$ cat config.mk
export PLATFORM = sky130hd
export DESIGN_NAME = gpio_regs
export DESIGN_NICKNAME = d
export VERILOG_FILES = /design/src/rtl/gpio_pkg.sv /design/src/rtl/gpio_port.sv /design/src/rtl/gpio_cfg_reg.sv /design/src/rtl/gpio_regs.sv
export SDC_FILE = /design/constraint.sdc
export NUM_CORES = 1
export LEC_CHECK = 0
export CORE_MARGIN = 1.5
export CORE_UTILIZATION = 34
export DETAILED_ROUTE_END_ITERATION = 10
export GPL_ROUTABILITY_DRIVEN = 0
export GPL_TIMING_DRIVEN = 1
export REMOVE_ABC_BUFFERS = 1
export SLEW_MARGIN = 10
export SYNTH_ARGS = -nofsm -noshare
export SYNTH_HDL_FRONTEND = slang
export SYNTH_SLANG_ARGS = --single-unit
$ cat constraint.sdc
create_clock -name clk -period 3.2 [get_ports clk]
set_clock_uncertainty 0.1 [all_clocks]
set_input_delay 0.64 -clock clk [delete_from_list [all_inputs] [get_ports clk]]
set_output_delay 0.64 -clock clk [all_outputs]
set_load 0.05 [all_outputs]
$ cat src/rtl/gpio_pkg.sv
package gpio_pkg;
  localparam int ADDR_W = 10;
  localparam int BYTE_W = 8;
  localparam int NUM_PORTS = 4;
  localparam int NUM_CFG = 3;

  localparam logic [ADDR_W-1:0] LAT0_A = 10'h3C0;
  localparam logic [ADDR_W-1:0] LAT1_A = 10'h264;
  localparam logic [ADDR_W-1:0] LAT2_A = 10'h3C2;
  localparam logic [ADDR_W-1:0] LAT3_A = 10'h3C3;
  localparam logic [ADDR_W-1:0] IN_BASE_A  = 10'h3D0;
  localparam logic [ADDR_W-1:0] DIR_BASE_A = 10'h3E0;

  function automatic logic [ADDR_W-1:0] cfg_addr(input int idx);
    case (idx)
      0: return 10'h3B0;
      1: return 10'h3B1;
      default: return 10'h3F3;
    endcase
  endfunction

  function automatic logic [BYTE_W-1:0] cfg_mask(input int idx);
    case (idx)
      0: return 8'h7F;
      1: return 8'h3F;
      default: return 8'h7F;
    endcase
  endfunction

  function automatic logic is_mapped(input logic [ADDR_W-1:0] a);
    logic hit;
    hit = (a == LAT0_A) || (a == LAT1_A) || (a == LAT2_A) || (a == LAT3_A);
    for (int i = 0; i < NUM_PORTS; i++) begin
      if (a == IN_BASE_A + ADDR_W'(i))  hit = 1'b1;
      if (a == DIR_BASE_A + ADDR_W'(i)) hit = 1'b1;
    end
    for (int i = 0; i < NUM_CFG; i++)
      if (a == cfg_addr(i)) hit = 1'b1;
    return hit;
  endfunction
endpackage

$ cat src/rtl/gpio_port.sv
module gpio_port #(
  parameter int W = 8,
  parameter int ADDR_W = 10,
  parameter int BYTE_W = 8,
  parameter logic [ADDR_W-1:0] LAT_A = '0,
  parameter logic [ADDR_W-1:0] IN_A  = '0,
  parameter logic [ADDR_W-1:0] DIR_A = '0
) (
  input  logic              clk,
  input  logic              rst_n,
  input  logic [ADDR_W-1:0] addr,
  input  logic [BYTE_W-1:0] wdata,
  input  logic              wr,
  input  logic [W-1:0]      pin_in,
  output logic [W-1:0]      pin_out,
  output logic [BYTE_W-1:0] rd_val
);
  logic [W-1:0] latch_q;
  logic [W-1:0] dir_q;

  always_ff @(posedge clk) begin
    if (!rst_n) begin
      latch_q <= '0;
      dir_q   <= '0;
    end else if (wr) begin
      if (addr == LAT_A) latch_q <= wdata[W-1:0];
      if (addr == DIR_A) dir_q   <= wdata[W-1:0];
    end
  end

  assign pin_out = latch_q | ~dir_q;

  always_comb begin
    rd_val = '0;
    if (addr == LAT_A)      rd_val[W-1:0] = latch_q;
    else if (addr == IN_A)  rd_val[W-1:0] = pin_in | dir_q;
    else if (addr == DIR_A) rd_val[W-1:0] = dir_q;
  end

  assert_latch_write_R2: assert property (@(posedge clk) disable iff (!rst_n)
    (wr && addr == LAT_A) |=> latch_q == $past(wdata[W-1:0]));

  assert_dir_write_R3: assert property (@(posedge clk) disable iff (!rst_n)
    (wr && addr == DIR_A) |=> dir_q == $past(wdata[W-1:0]));

  assert_foreign_write_R8: assert property (@(posedge clk) disable iff (!rst_n)
    (addr != LAT_A && addr != DIR_A) |=> ($stable(latch_q) && $stable(dir_q)));

  assert_input_float_R4: assert property (@(posedge clk) disable iff (!rst_n)
    (wr && addr == DIR_A && wdata[W-1:0] == '0) |=> pin_out == '1);
endmodule

$ cat src/rtl/gpio_cfg_reg.sv
module gpio_cfg_reg #(
  parameter int ADDR_W = 10,
  parameter int BYTE_W = 8,
  parameter logic [ADDR_W-1:0] ADDR = '0,
  parameter logic [BYTE_W-1:0] MASK = '1
) (
  input  logic              clk,
  input  logic              rst_n,
  input  logic [ADDR_W-1:0] addr,
  input  logic [BYTE_W-1:0] wdata,
  input  logic              wr,
  output logic [BYTE_W-1:0] rd_val
);
  logic [BYTE_W-1:0] q;

  always_ff @(posedge clk) begin
    if (!rst_n)                  q <= '0;
    else if (wr && addr == ADDR) q <= wdata & MASK;
  end

  assign rd_val = (addr == ADDR) ? q : '0;

  assert_cfg_write_R6: assert property (@(posedge clk) disable iff (!rst_n)
    (wr && addr == ADDR) |=> q == ($past(wdata) & MASK));

  assert_cfg_hold_R8: assert property (@(posedge clk) disable iff (!rst_n)
    (addr != ADDR) |=> $stable(q));
endmodule

$ cat src/rtl/gpio_regs.sv
module gpio_regs
  import gpio_pkg::*;
#(
  parameter int P0_W = 8,
  parameter int P1_W = 8,
  parameter int P2_W = 4,
  parameter int P3_W = 5
) (
  input  logic              clk,
  input  logic              rst_n,
  input  logic [ADDR_W-1:0] bus_addr,
  input  logic [BYTE_W-1:0] bus_wdata,
  input  logic              bus_wr,
  input  logic              bus_rd,
  output logic [BYTE_W-1:0] bus_rdata,
  output logic [P0_W-1:0]   pin_out0,
  input  logic [P0_W-1:0]   pin_in0,
  output logic [P1_W-1:0]   pin_out1,
  input  logic [P1_W-1:0]   pin_in1,
  output logic [P2_W-1:0]   pin_out2,
  input  logic [P2_W-1:0]   pin_in2,
  output logic [P3_W-1:0]   pin_out3,
  input  logic [P3_W-1:0]   pin_in3
);
  localparam int NSRC = NUM_PORTS + NUM_CFG;

  logic [BYTE_W-1:0] src_val [NSRC];
  logic [BYTE_W-1:0] rd_mux;

  gpio_port #(.W(P0_W), .ADDR_W(ADDR_W), .BYTE_W(BYTE_W), .LAT_A(LAT0_A),
              .IN_A(IN_BASE_A + ADDR_W'(0)), .DIR_A(DIR_BASE_A + ADDR_W'(0)))
    u_port0 (.clk(clk), .rst_n(rst_n), .addr(bus_addr), .wdata(bus_wdata), .wr(bus_wr),
             .pin_in(pin_in0), .pin_out(pin_out0), .rd_val(src_val[0]));

  gpio_port #(.W(P1_W), .ADDR_W(ADDR_W), .BYTE_W(BYTE_W), .LAT_A(LAT1_A),
              .IN_A(IN_BASE_A + ADDR_W'(1)), .DIR_A(DIR_BASE_A + ADDR_W'(1)))
    u_port1 (.clk(clk), .rst_n(rst_n), .addr(bus_addr), .wdata(bus_wdata), .wr(bus_wr),
             .pin_in(pin_in1), .pin_out(pin_out1), .rd_val(src_val[1]));

  gpio_port #(.W(P2_W), .ADDR_W(ADDR_W), .BYTE_W(BYTE_W), .LAT_A(LAT2_A),
              .IN_A(IN_BASE_A + ADDR_W'(2)), .DIR_A(DIR_BASE_A + ADDR_W'(2)))
    u_port2 (.clk(clk), .rst_n(rst_n), .addr(bus_addr), .wdata(bus_wdata), .wr(bus_wr),
             .pin_in(pin_in2), .pin_out(pin_out2), .rd_val(src_val[2]));

  gpio_port #(.W(P3_W), .ADDR_W(ADDR_W), .BYTE_W(BYTE_W), .LAT_A(LAT3_A),
              .IN_A(IN_BASE_A + ADDR_W'(3)), .DIR_A(DIR_BASE_A + ADDR_W'(3)))
    u_port3 (.clk(clk), .rst_n(rst_n), .addr(bus_addr), .wdata(bus_wdata), .wr(bus_wr),
             .pin_in(pin_in3), .pin_out(pin_out3), .rd_val(src_val[3]));

  for (genvar c = 0; c < NUM_CFG; c++) begin : g_cfg
    gpio_cfg_reg #(.ADDR_W(ADDR_W), .BYTE_W(BYTE_W), .ADDR(cfg_addr(c)), .MASK(cfg_mask(c)))
      u_cfg (.clk(clk), .rst_n(rst_n), .addr(bus_addr), .wdata(bus_wdata), .wr(bus_wr),
             .rd_val(src_val[NUM_PORTS + c]));
  end

  always_comb begin
    rd_mux = '0;
    for (int s = 0; s < NSRC; s++) rd_mux = rd_mux | src_val[s];
  end

  always_ff @(posedge clk) begin
    if (!rst_n)      bus_rdata <= '0;
    else if (bus_rd) bus_rdata <= rd_mux;
  end

  assert_rdata_hold_R7: assert property (@(posedge clk) disable iff (!rst_n)
    !bus_rd |=> $stable(bus_rdata));

  assert_unmapped_zero_R8: assert property (@(posedge clk) disable iff (!rst_n)
    (bus_rd && !is_mapped(bus_addr)) |=> bus_rdata == '0);

  assert_in_reg_ones_R5: assert property (@(posedge clk) disable iff (!rst_n)
    (bus_rd && bus_addr == IN_BASE_A && pin_in0 == '1) |=> bus_rdata == 8'hFF);
endmodule

# Word level (Yosys, flattened, before mapping)

Index checks and enable logic that the tools add are counted.
W data, S select, Z words.

Add/subtract/negate cells: 0
Multipliers: 0
Div/mod/pow operators: 0
Magnitude comparators: 0
Eq/ne operators: 15
Shift-type cells: 0
Multiplexer cells: 15
Bitwise operators: 18
Reduce and logical (&&, ||, !) cells: 11

Operators by type and width:

| operator               | count |
|---|---|
| $eq A10 B10 Y1 const B | 15 |
| $or A8 B8 Y8           | 8 |
| $mux W8                | 6 |
| $not A8 Y8             | 2 |
| $reduce_and A2 Y1      | 8 |
| $mux W5                | 3 |
| $mux W7                | 2 |
| $mux W4                | 3 |
| $or A5 B5 Y5           | 2 |
| $or A4 B4 Y4           | 2 |
| $or A8 B4 Y8           | 1 |
| $or A8 B5 Y8           | 1 |
| $mux W6                | 1 |
| $not A5 Y5             | 1 |
| $not A4 Y4             | 1 |
| $logic_and A1 B1 Y1    | 3 |

Register bits after elaboration: 78
Bits in latches: 0
Memory bits (writable): 0
ROM bits: 0
Input bits: 47
Memories: 0

# Longest topological paths before layout

Depth after elaboration: 10
Mapped depth: 8
Mapped depth without buffers: 5

# Modules after synthesis

A second synthesis with hierarchy kept.

Cell total of the unflattened synthesis: 507
Area, all modules: 4424.2 µm²

Modules (own cells, without submodules):

| module                        | times used | cells an instance | area an instance (µm²) |
|---|---|---|---|
| gpio_port (u_port0)           | 1          | 103               | 927.1 |
| gpio_port (u_port1)           | 1          | 105               | 907.1 |
| gpio_port (u_port3)           | 1          | 71                | 630.6 |
| gpio_port (u_port2)           | 1          | 59                | 494.2 |
| gpio_cfg_reg (g_cfg[0].u_cfg) | 1          | 44                | 380.4 |
| gpio_cfg_reg (g_cfg[2].u_cfg) | 1          | 44                | 372.9 |
| gpio_regs                     | 1          | 41                | 364.1 |
| gpio_cfg_reg (g_cfg[1].u_cfg) | 1          | 40                | 347.8 |

# Least setup slack after synthesis

OpenSTA, ideal clock, no wires.

Kind: input to register
Start point: in bus_addr[4]
End point: reg u_port2.latch_q[0]
Setup time: 0.117 ns
Arrival: 1.912 ns
Path slack: 1.072 ns
Stages: 7
Cell sequence: buf_2 or2_2 clkbuf_1 nor2_1 nand4_1 mux2i_1 nor2b_1

Cells in the longest elaborated chain, start to end: 2

Ends and longest elaborated chain:

| item                               | RTL line        | source |
|---|---|---|
| start: declaration                 | gpio_regs.sv:11 | `input logic [ADDR_W-1:0] bus_addr,` |
| $eq A10 B10 Y1                     | gpio_port.sv:26 | `if (addr == LAT_A) latch_q <= wdata[W-1:0];` |
| $reduce_and A2 Y1 (no source line) | -               |  |
| end signal: assignment             | gpio_port.sv:26 |  |
| end: declaration                   | gpio_port.sv:18 | `logic [W-1:0] latch_q;` |

No other way between the ends.
A chain may end at the register's enable or synchronous reset.

# Worst setup path after layout

Start point: in bus_addr[4]
End point: reg g_cfg[0].u_cfg.q[5]

Cells in the longest elaborated chain, start to end: 2

Ends and longest elaborated chain:

| item                   | RTL line           | source |
|---|---|---|
| $eq A10 B10 Y1         | gpio_cfg_reg.sv:18 | `else if (wr && addr == ADDR) q <= wdata & MASK;` |
| $logic_and A1 B1 Y1    | gpio_cfg_reg.sv:18 |  |
| end signal: assignment | gpio_cfg_reg.sv:18 |  |
| end: declaration       | gpio_cfg_reg.sv:14 | `logic [BYTE_W-1:0] q;` |

No other way between the ends.

==> metrics.md <==
| Metric | Value |
|---|---|
| First DRT Iteration DRCs | `between 200 and 250` |
| Largest vdd supply drop | `~0.3 mV` |
| Worst setup endpoint | `g_cfg[0].u_cfg.q[5]$_SDFFE_PN0P_` |
| Place WS | `~230 ps` |
| Max Slew Vio Count | `0` |
| Lkg Pwr | `1.884 nW` |
| Global-route usage over all layers | `between 20% and 30%` |
| Crit path buffers/inverters | `1` |
| Sinks on Clock Net | `78` |
| Final WS setup | `564.7 ps` |
| Avg Cell Area, Syn | `8.587 sq um` |
| Register share of total power | `about two fifths` |
| Post-synth EDFFs | `0` |
| Worst R2R Path Depth | `4` |
| Postcts setup bufs | `0` |
| Hold-fix buffers, CTS | `0` |
| # port buffers | `79` |
| CTS resizes | `0` |
| YS warnings | `0` |
| Status | `completed` |
| Worst Path Required | `roughly 3300 ps` |
| Synth Instances | `~470` |
| Die Wd | `~110 microns` |
| DRT Wirelength | `12980 microns` |
| Crit-path max FO | `11` |
| First-pass GRT wire length | `slightly above 20000 microns` |
| Nets@finish | `about 590` |
| CP Launch Type | `primary input` |
| Starting Density | `between 30% and 40%` |
| Sequential Area | `roughly 0.0016 sq mm` |
| Setup_tns | `0 ps` |
| Grt total ovfl | `0` |
| Tcrit/Tclk final | `~80%` |
| Power Density | `~470 mW/mm^2` |
| CTS Root Cell | `clkbuf_16` |
| FP Rows | `39` |
| Tmin final | `around 2600 ps` |
| Fin. Hold Viols | `0` |
| Crit path cell chain | `clkdlybuf4s50_1 -> nand2_1 -> nor3_2 -> nand3_1 -> mux2i_1 -> nor2b_1` |
| DRT Pass-1 Iters | `5` |
| Die Y-Extent | `111.6 microns` |
| Primary FF master, synth | `dfxtp_1` |
| CTS tree | `built` |
| Setup CP Type | `primary input to flip-flop` |
| Synth unique cells | `54` |
| Vias in the first global route | `3678` |
| Routed vias/inst | `about 5.4` |
| Async SR Flop Fraction | `0%` |
| Cell internal pwr | `around 2 mW` |
| Seq cells post-synth | `roughly 80` |
| Reg2reg end | `bus_rdata[3]$_SDFFE_PN0P_` |
| Synth Cell Area | `between 0.004 and 0.005 sq mm` |
| Register area share after synthesis | `roughly 39%` |
| Remaining antenna violation count | `0` |
| Share of layout cells above drive strength 1 | `under 10%` |
| RR Startpoint | `g_cfg[1].u_cfg.q[3]$_SDFFE_PN0P_` |
| Final setup violation count | `0` |
| # DRC | `0` |
| Crit path DAT | `between 2000 and 3000 ps` |
| Max_cap viols | `0` |
| Inserted Clock Buffers | `9` |
| Commonest cells after routing, fill and taps aside | `86 x nand2_1, 78 x dfxtp_1, 78 x clkdlybuf4s50_1` |
| Clock group share of total power | `51.2%` |
| CTS clk-pin slew, worst paths | `60 ps` |
| Logic gate share of total power | `9.5%` |
| H-tree Lvls | `3` |
| Area Growth Syn to Fin | `33.76%` |
| Worst reg2reg setup slack | `around 1800 ps` |
| CP top delay family | `simple AND/OR/NAND/NOR gates` |
| Slew margin rel. | `52.61%` |
| Worst path max stage delay | `approximately 700 ps` |
| Initial antenna violation count | `0` |
| NetSw | `0.5473 mW` |
| Number of fill cells | `approximately 1100` |
| Routed length per instance | `roughly 19 microns` |
| Max Freq | `approximately 380 MHz` |
| Crit path depth | `6` |
| Diode count | `0` |
| Multi-input gate area | `0.002316 sq mm` |
| Max stage delay cell, worst path | `clkdlybuf4s50_1` |
| Max Root-Sink Buffers | `2` |
| Setup crit end kind | `flip-flop` |
| Vias | `between 3000 and 4000` |
| RSZ-0062 raised after global routing | `false` |
| Largest net degree at the start of global routing | `78` |
| Core Area | `between 0.01 and 0.015 sq mm` |
| Worst skew pair latency | `about 340 ps` |
| Die area | `0.01245 sq mm` |
| Measured slew at the worst slew-check pin | `around 710 ps` |
| Min-delay worst type | `flip-flop to flip-flop` |
| Dpl hpwl | `around 9400 microns` |
| Sw Share | `a little over a fifth` |
| Io pins | `80` |
| Critical path origin | `bus_addr[4]` |
| Commonest non-fill, non-tap cell in the layout | `nand2_1` |
| Total power | `2.495 mW` |
-- synthesized netlist by cell type, types with 3 or more instances --
master     instances  area (sq um)
a21boi_0          31         232.7
a21boi_1           8         60.06
a21oi_1            9         45.04
a221oi_1           3         26.28
a22oi_1           18         135.1
a31oi_1            3         18.77
and2_1             3         18.77
and3_1             3         18.77
buf_2              6         30.03
clkbuf_1          19         71.32
dfxtp_1           78          1562
mux2_2             3         33.78
mux2i_1           35         350.3
nand2_1           86         322.8
nand2b_1          27         168.9
nand3_1           15         75.07
nand4_1            6         37.54
nor2_1             7         26.28
nor2b_1           35         219.0
nor3_1             5         25.02
o21ai_0           17         85.08
o221ai_1           5         43.79
o22ai_1            5         31.28
o2bb2ai_1          3         26.28
-- worst min path at each step --
stage	slack [ps]	startpoint	cells after the start	end
global placement	350	g_cfg[2].u_cfg.q[6]$_SDFFE_PN0P_	2	g_cfg[2].u_cfg.q[6]$_SDFFE_PN0P_
finish	370	u_port0.latch_q[4]$_SDFFE_PN0P_	2	u_port0.latch_q[4]$_SDFFE_PN0P_
detailed placement	370	g_cfg[2].u_cfg.q[0]$_SDFFE_PN0P_	2	g_cfg[2].u_cfg.q[0]$_SDFFE_PN0P_
CTS	370	g_cfg[2].u_cfg.q[0]$_SDFFE_PN0P_	2	g_cfg[2].u_cfg.q[0]$_SDFFE_PN0P_
floorplan	330	u_port0.latch_q[4]$_SDFFE_PN0P_	2	u_port0.latch_q[4]$_SDFFE_PN0P_
global route	390	g_cfg[2].u_cfg.q[2]$_SDFFE_PN0P_	2	g_cfg[2].u_cfg.q[2]$_SDFFE_PN0P_
-- cells by family (layout without fill, tap and decap cells) --
kind of cell	count (synthesis)	in the layout	synth area share (%)
xor+xnor	1	1	0.4057
mux	38	38	9.579
simple gates	203	203	27.11
compound gates	116	116	20.66
flops	78	78	38.94
buf+inv	31	116	3.307
-- power by group through the flow --
stage	registers, mW	logic [mW]	clock network, mW
after floorplan	1.02	0.0659	0
after global placement	1.00	0.235	0
after detailed placement	1.00	0.235	0
after CTS	0.979	0.236	1.29
after global routing	0.979	0.250	1.33
final	0.979	0.237	1.28
-- per-stage QoR --
step	cell area [sq um]	hold slack, ps	utilization, %	instances
floorplan	3885	334.1	-	438
global placement	4992	354.2	43.54	679
detailed placement	4992	365.1	43.54	679
CTS	5364	373.8	46.78	695
global route	5364	388.3	46.78	695
finish	5364	374.7	46.78	695
-- registers in the layout (all words and copies together) (netlist names) --
name,flops
u_port2.latch_q,4
u_port1.dir_q,8
u_port3.latch_q,5
u_port1.latch_q,8
g_cfg.u_cfg.q,20
bus_rdata,8
u_port2.dir_q,4
u_port0.latch_q,8
u_port0.dir_q,8
u_port3.dir_q,5
-- per-layer routing --
| metal | track usage [%] | share of wire (%) | vias up |
|---|---|---|---|
| met1 | 27.86 | 45 | 1781 |
| met5 | 0 | 0 | - |
| met4 | 5.907 | 1.8 | 0 |
| met2 | 34.76 | 48 | 144 |
| li1 | - | - | 1820 |
| met3 | 4.192 | 5.5 | 23 |
-- worst reg2reg max path: cells and delay by family (launching register included) --
kind / cells / cell delay [ps]
compound gates: 3 / 610
flops: 1 / 310
mux: 1 / 280
-- layout make-up --
cell class / count / share of cell area [%]
clock buffers: 11 / 4.525
repair buffers: 98 / 17.31
multi-input cells: 358 / 43.18
flip-flops and latches: 78 / 29.11
well taps: 143 / 3.336
inverters: 2 / 0.1400
clock inverters: 5 / 2.403
Power figures use the tool's default switching activity.
